### src/rtl/bxl_pkg.sv
package bxl_pkg;
  localparam int ADDR_W = 32;
  localparam int L2_W   = 6;

  typedef struct packed {
    logic              en;
    logic [L2_W-1:0]   l2;
    logic [ADDR_W-1:0] base;
    logic [ADDR_W-1:0] xl;
  } win_t;

  typedef enum logic [1:0] {
    SEL_CTRL = 2'd0,
    SEL_BASE = 2'd1,
    SEL_XL   = 2'd2,
    SEL_NONE = 2'd3
  } sel_e;
endpackage

### src/rtl/bxl_win_regs.sv
module bxl_win_regs
  import bxl_pkg::*;
#(
  parameter int NWIN   = 4,
  parameter int MIN_L2 = 12,
  localparam int IDX_W = (NWIN > 1) ? $clog2(NWIN) : 1
) (
  input  logic                  clk,
  input  logic                  rst,
  input  logic                  we,
  input  logic [IDX_W-1:0]      widx,
  input  logic [1:0]            sel,
  input  logic [ADDR_W-1:0]     wdata,
  output win_t [NWIN-1:0]       wins
);
  localparam logic [L2_W-1:0] L2_LO = L2_W'(MIN_L2);
  localparam logic [L2_W-1:0] L2_HI = L2_W'(ADDR_W);

  logic [L2_W-1:0] l2_raw;
  logic [L2_W-1:0] l2_fit;

  // size code clamped into the legal range R5
  always_comb begin
    l2_raw = wdata[8 +: L2_W];
    if (l2_raw < L2_LO)      l2_fit = L2_LO;
    else if (l2_raw > L2_HI) l2_fit = L2_HI;
    else                     l2_fit = l2_raw;
  end

  for (genvar i = 0; i < NWIN; i++) begin : g_win
    always_ff @(posedge clk) begin
      if (rst) begin
        wins[i].en   <= 1'b0;
        wins[i].l2   <= L2_LO;
        wins[i].base <= '0;
        wins[i].xl   <= '0;
      end else if (we && (widx == IDX_W'(i))) begin
        case (sel_e'(sel))
          SEL_CTRL: begin
            wins[i].en <= wdata[0];
            wins[i].l2 <= l2_fit;
          end
          SEL_BASE: wins[i].base <= wdata;
          SEL_XL:   wins[i].xl   <= wdata;
          default:  ;
        endcase
      end
    end

    AST_L2_LEGAL: assert property (@(posedge clk) disable iff (rst)
      (wins[i].l2 >= L2_LO) && (wins[i].l2 <= L2_HI));
  end
endmodule

### src/rtl/bxl_match.sv
module bxl_match
  import bxl_pkg::*;
#(
  parameter int NWIN = 4,
  localparam int IDX_W = (NWIN > 1) ? $clog2(NWIN) : 1
) (
  input  logic [ADDR_W-1:0] addr,
  input  win_t [NWIN-1:0]   wins,
  output logic              hit,
  output logic [IDX_W-1:0]  idx,
  output logic [ADDR_W-1:0] xaddr
);
  logic [NWIN-1:0]             hv;
  logic [NWIN-1:0][ADDR_W-1:0] xa;

  for (genvar i = 0; i < NWIN; i++) begin : g_cmp
    logic [ADDR_W-1:0] mask;
    logic [ADDR_W-1:0] abase;
    always_comb begin
      if (wins[i].l2 >= L2_W'(ADDR_W)) mask = '1;
      else mask = (ADDR_W'(1) << wins[i].l2) - ADDR_W'(1);
      abase = wins[i].base & ~mask;
      hv[i] = wins[i].en && (((addr ^ abase) & ~mask) == '0);
      xa[i] = (addr - abase) + wins[i].xl;
    end
  end

  // lowest index wins: scan from the top down so index 0 lands last
  always_comb begin
    hit   = 1'b0;
    idx   = '0;
    xaddr = '0;
    for (int j = NWIN - 1; j >= 0; j--) begin
      if (hv[j]) begin
        hit   = 1'b1;
        idx   = IDX_W'(j);
        xaddr = xa[j];
      end
    end
  end
endmodule

### src/rtl/bxl_pipe.sv
module bxl_pipe
  import bxl_pkg::*;
#(
  parameter int IDX_W = 2
) (
  input  logic              clk,
  input  logic              rst,
  input  logic              in_valid,
  output logic              in_ready,
  input  logic              m_hit,
  input  logic [IDX_W-1:0]  m_idx,
  input  logic [ADDR_W-1:0] m_xaddr,
  output logic              out_valid,
  input  logic              out_ready,
  output logic [ADDR_W-1:0] out_addr,
  output logic              out_hit,
  output logic              out_miss,
  output logic [IDX_W-1:0]  out_win
);
  logic take;

  assign in_ready = !out_valid || out_ready;
  assign take     = in_valid && in_ready;

  always_ff @(posedge clk) begin
    if (rst) begin
      out_valid <= 1'b0;
      out_addr  <= '0;
      out_hit   <= 1'b0;
      out_miss  <= 1'b0;
      out_win   <= '0;
    end else if (take) begin
      out_valid <= 1'b1;
      out_hit   <= m_hit;
      out_miss  <= !m_hit;
      out_win   <= m_hit ? m_idx : '0;
      out_addr  <= m_hit ? m_xaddr : '0;
    end else if (out_ready) begin
      out_valid <= 1'b0;
    end
  end

  AST_ACCEPT_TO_VALID: assert property (@(posedge clk) disable iff (rst)
    (in_valid && in_ready) |=> out_valid);
  AST_STALL_HOLDS: assert property (@(posedge clk) disable iff (rst)
    (out_valid && !out_ready) |=> (out_valid && $stable(out_addr) &&
      $stable(out_win) && $stable(out_miss)));
  AST_FLAG_EXCLUSIVE: assert property (@(posedge clk) disable iff (rst)
    out_valid |-> (out_hit != out_miss));
  AST_MISS_ZEROED: assert property (@(posedge clk) disable iff (rst)
    (out_valid && out_miss) |-> (out_addr == '0 && out_win == '0));
  AST_IDLE_AFTER_RESET: assert property (@(posedge clk) disable iff (rst)
    $past(rst) |-> !out_valid);
endmodule

### src/rtl/bxl_chan.sv
module bxl_chan
  import bxl_pkg::*;
#(
  parameter int NWIN   = 4,
  parameter int MIN_L2 = 12,
  localparam int IDX_W = (NWIN > 1) ? $clog2(NWIN) : 1
) (
  input  logic              clk,
  input  logic              rst,
  input  logic              we,
  input  logic [IDX_W-1:0]  widx,
  input  logic [1:0]        sel,
  input  logic [ADDR_W-1:0] wdata,
  input  logic              in_valid,
  output logic              in_ready,
  input  logic [ADDR_W-1:0] in_addr,
  output logic              out_valid,
  input  logic              out_ready,
  output logic [ADDR_W-1:0] out_addr,
  output logic              out_hit,
  output logic              out_miss,
  output logic [IDX_W-1:0]  out_win
);
  win_t [NWIN-1:0]   wins;
  logic              m_hit;
  logic [IDX_W-1:0]  m_idx;
  logic [ADDR_W-1:0] m_xaddr;

  bxl_win_regs #(.NWIN(NWIN), .MIN_L2(MIN_L2)) u_regs (
    .clk(clk), .rst(rst), .we(we), .widx(widx), .sel(sel),
    .wdata(wdata), .wins(wins)
  );

  bxl_match #(.NWIN(NWIN)) u_match (
    .addr(in_addr), .wins(wins), .hit(m_hit), .idx(m_idx), .xaddr(m_xaddr)
  );

  bxl_pipe #(.IDX_W(IDX_W)) u_pipe (
    .clk(clk), .rst(rst), .in_valid(in_valid), .in_ready(in_ready),
    .m_hit(m_hit), .m_idx(m_idx), .m_xaddr(m_xaddr),
    .out_valid(out_valid), .out_ready(out_ready), .out_addr(out_addr),
    .out_hit(out_hit), .out_miss(out_miss), .out_win(out_win)
  );
endmodule

### src/rtl/bxl_top.sv
module bxl_top
  import bxl_pkg::*;
#(
  parameter int NWIN   = 4,
  parameter int MIN_L2 = 12,
  localparam int IDX_W = (NWIN > 1) ? $clog2(NWIN) : 1
) (
  input  logic              clk,
  input  logic              rst,
  input  logic              cfg_we,
  input  logic              cfg_dir,
  input  logic [IDX_W-1:0]  cfg_win,
  input  logic [1:0]        cfg_sel,
  input  logic [ADDR_W-1:0] cfg_wdata,
  input  logic              dn_in_valid,
  output logic              dn_in_ready,
  input  logic [ADDR_W-1:0] dn_in_addr,
  output logic              dn_out_valid,
  input  logic              dn_out_ready,
  output logic [ADDR_W-1:0] dn_out_addr,
  output logic              dn_out_hit,
  output logic              dn_out_miss,
  output logic [IDX_W-1:0]  dn_out_win,
  input  logic              up_in_valid,
  output logic              up_in_ready,
  input  logic [ADDR_W-1:0] up_in_addr,
  output logic              up_out_valid,
  input  logic              up_out_ready,
  output logic [ADDR_W-1:0] up_out_addr,
  output logic              up_out_hit,
  output logic              up_out_miss,
  output logic [IDX_W-1:0]  up_out_win
);
  // the direction bit steers the write strobe to one channel only
  logic dn_we, up_we;
  assign dn_we = cfg_we && !cfg_dir;
  assign up_we = cfg_we &&  cfg_dir;

  bxl_chan #(.NWIN(NWIN), .MIN_L2(MIN_L2)) u_dn (
    .clk(clk), .rst(rst), .we(dn_we), .widx(cfg_win), .sel(cfg_sel),
    .wdata(cfg_wdata), .in_valid(dn_in_valid), .in_ready(dn_in_ready),
    .in_addr(dn_in_addr), .out_valid(dn_out_valid), .out_ready(dn_out_ready),
    .out_addr(dn_out_addr), .out_hit(dn_out_hit), .out_miss(dn_out_miss),
    .out_win(dn_out_win)
  );

  bxl_chan #(.NWIN(NWIN), .MIN_L2(MIN_L2)) u_up (
    .clk(clk), .rst(rst), .we(up_we), .widx(cfg_win), .sel(cfg_sel),
    .wdata(cfg_wdata), .in_valid(up_in_valid), .in_ready(up_in_ready),
    .in_addr(up_in_addr), .out_valid(up_out_valid), .out_ready(up_out_ready),
    .out_addr(up_out_addr), .out_hit(up_out_hit), .out_miss(up_out_miss),
    .out_win(up_out_win)
  );
endmodule

### config.mk
export PLATFORM = sky130hd
export DESIGN_NAME = bxl_top
export DESIGN_NICKNAME = d
export VERILOG_FILES = /design/src/rtl/bxl_pkg.sv /design/src/rtl/bxl_win_regs.sv /design/src/rtl/bxl_match.sv /design/src/rtl/bxl_pipe.sv /design/src/rtl/bxl_chan.sv /design/src/rtl/bxl_top.sv
export SDC_FILE = /design/constraint.sdc
export NUM_CORES = 2
export LEC_CHECK = 0
export BUFFER_PORTS_ARGS = -buffer_cell sky130_fd_sc_hd__buf_2
export CAP_MARGIN = 10
export CORE_MARGIN = 2
export CORE_UTILIZATION = 40
export CTS_CLUSTER_DIAMETER = 120
export DETAILED_ROUTE_END_ITERATION = 12
export PLACE_DENSITY = 0.62
export SKIP_LAST_GASP = 1
export SYNTH_ARGS = -nofsm -noshare
export SYNTH_HDL_FRONTEND = slang
export SYNTH_HIERARCHICAL = 1
export SYNTH_SLANG_ARGS = --single-unit
### constraint.sdc
create_clock -name clk -period 7.1 [get_ports clk]
set_input_delay 1.42 -clock clk [delete_from_list [all_inputs] [get_ports clk]]
set_output_delay 1.42 -clock clk [all_outputs]
set_load 0.02 [all_outputs]
* After elaboration in Yosys (flattened, before gate mapping)
Index checks and enable logic that the tools add are counted.
** Word-level totals
- Register bits after elaboration :: 642
- Input bits :: 108
- Output and inout port bits :: 76
- Word-level logic and storage cells :: 226
** Operators by class
- Add/sub/neg operators :: 24
- Magnitude comparators :: 10
- Equal/unequal tests :: 5
- Shifts and indexed selects :: 8
- Multiplexer cells :: 42
- Bitwise gates (word level) :: 32
- Reductions and logical operators :: 63
** Operators by type and width (number)
- $mux W32 :: 18
- $and A32 B32 Y32 :: 16
- $add A32 B32 Y32 :: 8
- $logic_not A32 Y1 :: 8
- $not A32 Y32 :: 8
- $shl A1 B6 Y32 const A :: 8
- $sub A32 B2 Y32 const B :: 8
- $sub A32 B32 Y32 :: 8
- $xor A32 B32 Y32 :: 8
- $ge A6 B6 Y1 const B :: 8
- $reduce_and A2 Y1 :: 24
- $logic_and A1 B1 Y1 :: 20
- $mux W2 :: 10
- $mux W1 :: 12
- $mux W6 :: 2
- $eq A2 B2 Y1 const B :: 3
- $gt A6 B6 Y1 const B :: 1
- $lt A6 B4 Y1 const B :: 1
- $logic_not A1 Y1 :: 5
- $eq A2 B1 Y1 const B :: 2
- $logic_not A2 Y1 :: 2
- $reduce_bool A2 Y1 :: 2
- $logic_or A1 B1 Y1 :: 2

* Longest topological paths before layout
- Word-level depth :: 14
- Depth in mapped cells :: 28
- Gate-level depth less buffers :: 25

* Modules after synthesis
Netlist, hierarchy kept.
** Modules (own cells, without submodules)
- bxl_win_regs :: times used 2, cells an instance 1010, area an instance 11212.0 um^2, sequential area each 5685.5 um^2
- bxl_match (u_up.u_match) :: times used 1, cells an instance 2435, area an instance 16891.2 um^2, sequential area each 0.0 um^2
- bxl_match (u_dn.u_match) :: times used 1, cells an instance 2389, area an instance 16749.8 um^2, sequential area each 0.0 um^2
- bxl_pipe :: times used 2, cells an instance 171, area an instance 1501.4 um^2, sequential area each 740.7 um^2
- bxl_top :: times used 1, cells an instance 2, area an instance 16.3 um^2, sequential area each 0.0 um^2

* Least setup slack after synthesis
OpenSTA, ideal clock, no wires.
- Path type :: reg2reg
- From :: register u_dn/u_regs/wins[282] (netlist name)
- To :: register u_dn.u_pipe.out_addr[30]
- Setup time :: 0.132 ns
- Data arrival time :: 5.691 ns
- Data required time :: 6.968 ns
- Slack :: 1.276 ns
- Cell stages (with the launch flop) :: 28
- Path buffers :: 6
- Clock period less this slack :: 5.824 ns
- Cells stage by stage :: dfxtp_1 -> buf_2 -> buf_2 -> clkbuf_1 -> clkbuf_1 -> nor2_1 -> nand3_1 -> ha_1 -> buf_2 -> clkbuf_1 -> and4_1 -> a31oi_1 -> and3_1 -> fa_1 -> inv_1 -> ha_1 -> a21oi_1 -> a21boi_0 -> o22a_1 -> a211oi_1 -> o221ai_1 -> a221oi_1 -> o21ai_0 -> xor2_1 -> a221oi_1 -> a221oi_1 -> nand4_1 -> a21oi_1
** Between the ends
- Word-level cells in the longest chain between the ends :: 14
- Elaborated cells between the ends (all ways) :: 21
- Those cells by class :: 3 x add/sub; 1 x order compare; 1 x shift; 10 x mux; 4 x bitwise; 2 x reduce/logical
** Ends and longest elaborated chain
- $shl A1 B6 Y32 :: line bxl_match.sv:21 : else mask = (ADDR_W'(1) << wins[i].l2) - ADDR_W'(1);
- $sub A32 B2 Y32 :: line bxl_match.sv:21
- $mux W32 (*) :: line bxl_match.sv:20 : if (wins[i].l2 >= L2_W'(ADDR_W)) mask = '1;
- $not A32 Y32 (*) :: line bxl_match.sv:22, bxl_match.sv:23
- parallel branches: the longest is 5 deep, another holds $sub A32 B32 Y32
- $mux W32 (*) (4 in series) :: line bxl_match.sv:34 : if (hv[j]) begin
- via u_dn.m_xaddr[30] :: line bxl_chan.sv:27 : logic [ADDR_W-1:0] m_xaddr;
- $mux W32 (*) :: line bxl_pipe.sv:37 : out_addr <= m_hit ? m_xaddr : '0;
- end signal, assigned :: line bxl_pipe.sv:37
- end, declared :: line bxl_pipe.sv:15 : output logic [ADDR_W-1:0] out_addr,
Mark *: on every way through the listed nets, which the timed path passes.
A chain may end at the register's enable or synchronous reset.

* Worst setup path after layout
- From :: register u_dn/u_regs/wins[67] (netlist name)
- To :: register u_dn.u_pipe.out_addr[31]
** Between the ends
- Word-level cells in the longest chain between the ends :: 11
- Elaborated cells between the ends (all ways) :: 15
- Those cells by class :: 3 x add/sub; 1 x order compare; 1 x shift; 4 x mux; 4 x bitwise; 2 x reduce/logical
** Ends and longest elaborated chain (line)
- $shl A1 B6 Y32 :: bxl_match.sv:21
- $sub A32 B2 Y32 :: bxl_match.sv:21
- $mux W32 (*) :: bxl_match.sv:20
- $not A32 Y32 (*) :: bxl_match.sv:22, bxl_match.sv:23
- parallel branches: the longest is 5 deep, another holds $sub A32 B32 Y32
- $mux W32 (*) :: bxl_match.sv:34
- via u_dn.m_xaddr[31] :: bxl_chan.sv:27
- $mux W32 (*) :: bxl_pipe.sv:37
Marks and branches as above.

==> impl_metrics.py <==
metrics = {
    "pwr": {
        "pwr-share-comb_pct": 22.8,
        "leakagePower_nw": 29.91,
        "p_seq_share_pct": 33.6,
        "ir_drop_uv": 178.9,
        "switching_share_pct": 32.37,
        "power_frac_clock_pct": 43.6,
        "power.density_nw_per_um2": 168.9,
        "p_sw_mw": 3.514,
        "total_power_mw": 10.85,
        "p_int_mw": 7.341,
    },
    "placed_design": {
        "port-buffer-count": 183,
        "place_congestion": 1.034,
        "dp.cells": 8974,
        "hpwl_um": 205500,
    },
    "grt": {
        "grt_usage_pct": 33.42,
        "grt_pass1_wl_um": 368100,
        "antenna_found_initial": 13,
        "busiest_layer": "met1",
        "gr-usage-met1_pct": 48.95,
        "grt_pass1_vias": 50870,
        "globalRouteMet3Util_pct": 8.267,
        "grt_max_degree": 193,
        "use_met2_pct": 46.60,
        "gr-total-overflow": 0,
    },
    "sta": {
        "setup-violations-final": 0,
        "hold_violations": 0,
        "hold_ws_ns": 0.4715,
        "max_freq_mhz": 147.1,
        "rsz0062_at_grt": "true",
        "relSlewSlack_pct": 6.069,
        "fin_crit_ns": 6.800,
        "fin_skew_ns": 0.03940,
        "fin_crit_sh_pct": 95.77,
        "tightest_slew_ns": 1.409,
        "slew_violations": 0,
    },
    "synth": {
        "synth_edf_count": 0,
        "synth_cell_types": 115,
        "syn_inst": 7188,
        "yosys.area.top_type": "dfxtp_1",
        "ys_seq_area_share_pct": 21.75,
        "postSynthAreaPerCell_um2": 8.220,
        "synth_area_leaders": "dfxtp_1 22%, mux2i_1 10%, fa_1 8.4%, nand2b_1 7.2%, inv_1 5.7%",
        "async_flop_share_pct": 0,
        "syn-cell-area_um2": 59080,
        "synth_warnings": 6,
        "ys.flop_type": "dfxtp_1",
        "syn-num-nets": 7808,
        "synth.top_cell.area_share_pct": 21.75,
        "ys_ff_latch": 642,
    },
    "clocking": {
        "cts_tree": "yes",
        "cts.sinks": 642,
        "cts_buffers": 83,
        "cts_max_path_buffers": 3,
        "clkTransAtPathRegs_ns": 0.06,
        "root_buffer": "clkbuf_16",
        "worstSkewPairLatency_ns": 0.72,
        "cts_max_level": 3,
    },
    "finish": {
        "post-route-util_pct": 43.69,
        "area_growth_pct": 8.792,
        "post_route_cells_drive_above_1_share_pct": 8.516,
        "fin_nets": 7750,
        "layoutNonFillerInstCount": 9133,
    },
    "die": {
        "die_x_um": 388.3,
        "start_util_pct": 40.16,
        "die_area_um2": 150800,
        "core_area_um2": 147100,
        "pin_count": 184,
        "rows": 141,
        "die_height_um": 388.3,
    },
    "status": {
        "status": "complete, no violations",
    },
    "routing": {
        "vias": 54870,
        "vias_per_cell": 6.008,
        "dr.pass1.iters": 8,
        "drtIter0Drc": 7038,
        "ant_nets": 0,
        "drc": 0,
        "post_drt_wl_per_cell_um": 28.69,
        "wl_um": 262000,
    },
    "critical_path": {
        "crit_required_ns": 7.74,
        "r2r-end": "u_dn/u_pipe/out_addr[31]",
        "crit_fanout": 29,
        "start_kind": "register",
        "worstRegToRegCells": 24,
        "crit_arrival_ns": 7.44,
        "r2r_setup_slack_ns": 0.30,
        "r2r_start": "u_dn/u_regs/wins[67]",
        "crit_type": "register to register",
        "endpoint_kind": "register",
    },
    "hold_path": {
        "hp-class": "register to register",
        "hold_path_startpoint": "u_up/u_pipe/out_addr[9]",
        "hold_end": "u_up/u_pipe/out_addr[9]",
        "whs_path_depth": 2,
    },
    "job": {
        "drv_cap": 0,
    },
}
## cell usage in the layout, fill, tap and decap left out, types with 34 or more instances in the layout
master,count
a211oi_1,57
a21o_1,135
a21oi_1,370
a221oi_1,50
a31oi_1,42
and2_1,84
and3_1,91
buf_2,183
buf_4,167
clkbuf_16,83
dfxtp_1,642
fa_1,248
ha_1,264
inv_1,894
mux2i_1,592
nand2_1,254
nand2b_1,679
nand3_1,107
nand4_1,111
nor2_1,290
nor2b_1,49
nor3_1,107
nor3b_1,47
o211ai_1,39
o21a_1,48
o21ai_0,280
o31ai_1,34
or3_1,48
xnor2_1,296
xor2_1,212
## power groups by stage
| stage | clock network [mW] | logic [mW] | registers, mW |
|---|---|---|---|
| 3_5_place_dp | 0 | 2.38 | 3.73 |
| 6_report | 4.73 | 2.47 | 3.65 |
| 4_1_cts | 4.79 | 2.40 | 3.65 |
| 2_1_floorplan | 0 | 1.65 | 3.72 |
| 3_3_place_gp | 0 | 2.38 | 3.72 |
| 5_1_grt | 4.92 | 2.64 | 3.65 |
## worst max path at each step
| stage | from | to | depth (start not counted) |
|---|---|---|---|
| floorplan | u_dn/u_regs/wins[282] | u_dn/u_pipe/out_addr[30] | 27 |
| global placement | u_dn/u_regs/wins[138] | u_dn/u_pipe/out_addr[31] | 24 |
| detailed placement | u_dn/u_regs/wins[138] | u_dn/u_pipe/out_addr[31] | 24 |
| CTS | u_dn/u_regs/wins[138] | u_dn/u_pipe/out_addr[31] | 24 |
| global route | u_dn/u_regs/wins[67] | u_dn/u_pipe/out_addr[31] | 24 |
| finish | u_dn/u_regs/wins[67] | u_dn/u_pipe/out_addr[31] | 24 |
## logic make-up after synthesis
group           synth area share [%]
simple gates                   20.10
compound gates                 16.45
buf+inv                        10.03
flops                          21.75
mux                            10.14
fa+ha+maj                      13.99
xor+xnor                       7.530
## critical path, stage by stage (launching register included)
cell,delay [ns]
dfxtp_1,0.31
buf_4,0.23
nor3_1,0.50
nand3_1,0.15
ha_1,0.21
buf_4,0.22
and2_1,0.21
o211ai_1,0.19
o21ai_0,0.24
nor3b_1,0.43
fa_1,0.48
inv_1,0.07
ha_1,0.27
a21oi_1,0.16
o21ai_0,0.22
a221oi_1,0.47
a21oi_1,0.19
o31ai_1,0.57
nor2_1,0.13
nor2_1,0.31
o21a_1,0.22
xnor2_1,0.08
a221oi_1,0.51
nand4_1,0.17
a21oi_1,0.18
## cell type report
type	instances	area (um^2)
Inverter	899	3385
Tap cell	1930	2415
Multi-Input combinational cell	5151	40400
Sequential cell	642	12850
Clock buffer	110	2338
Antenna cell	5	12.51
Clock inverter	43	651.9
Timing Repair Buffer	353	2225
Fill cell	14880	82850
## synthesized netlist by cell type (all sizes together), types with 42 or more instances
cell / instances
nor2b: 53
or3: 49
and3: 92
o21a: 48
a211oi: 57
a21oi: 370
xnor2: 296
buf: 258
ha: 264
nand2: 266
mux2i: 592
clkbuf: 238
xor2: 212
fa: 248
nor3b: 51
nor2: 295
inv: 898
nand3: 111
a31oi: 42
nand2b: 679
a21o: 135
dfxtp: 642
o21ai: 298
nor3: 113
and2: 89
nand4: 111
a221oi: 52
## per-layer routing
layer	routed length (um)	vias up	share of wire, %
met5	39	-	0.015
met4	10430	6	4.0
met3	29160	446	11
met1	117200	27130	45
li1	-	24360	-
met2	105200	2921	40
## what timing repair did
action,4_1_cts,5_1_grt
hold buffers,0,0
buffers inserted,0,0
endpoints found under the setup margin,0,7
gates resized for setup,0,3
## sequential cells by signal, summed over array words and instances (netlist names)
signal                 flops
u_dn/u_pipe/out_win        2
u_up/u_pipe/out_hit        1
u_up/u_pipe/out_miss       1
u_up/u_pipe/out_valid      1
u_up/u_pipe/out_win        2
u_dn/u_pipe/out_valid      1
u_up/u_pipe/out_addr      32
u_dn/u_pipe/out_addr      32
u_dn/u_pipe/out_hit        1
u_up/u_regs/wins         284
u_dn/u_regs/wins         284
u_dn/u_pipe/out_miss       1
## through the flow
| stage | area [um^2] | TNS (ns) | worst slack (ns) |
|---|---|---|---|
| floorplan | 59080 | 0 | 1.276 |
| global placement | 61260 | 0 | 0.3834 |
| detailed placement | 61260 | 0 | 0.2603 |
| CTS | 64250 | 0 | 0.2528 |
| global route | 64270 | -0.04336 | -0.04336 |
| finish | 64280 | 0 | 0.3001 |
(Power assumes the default switching activity.)
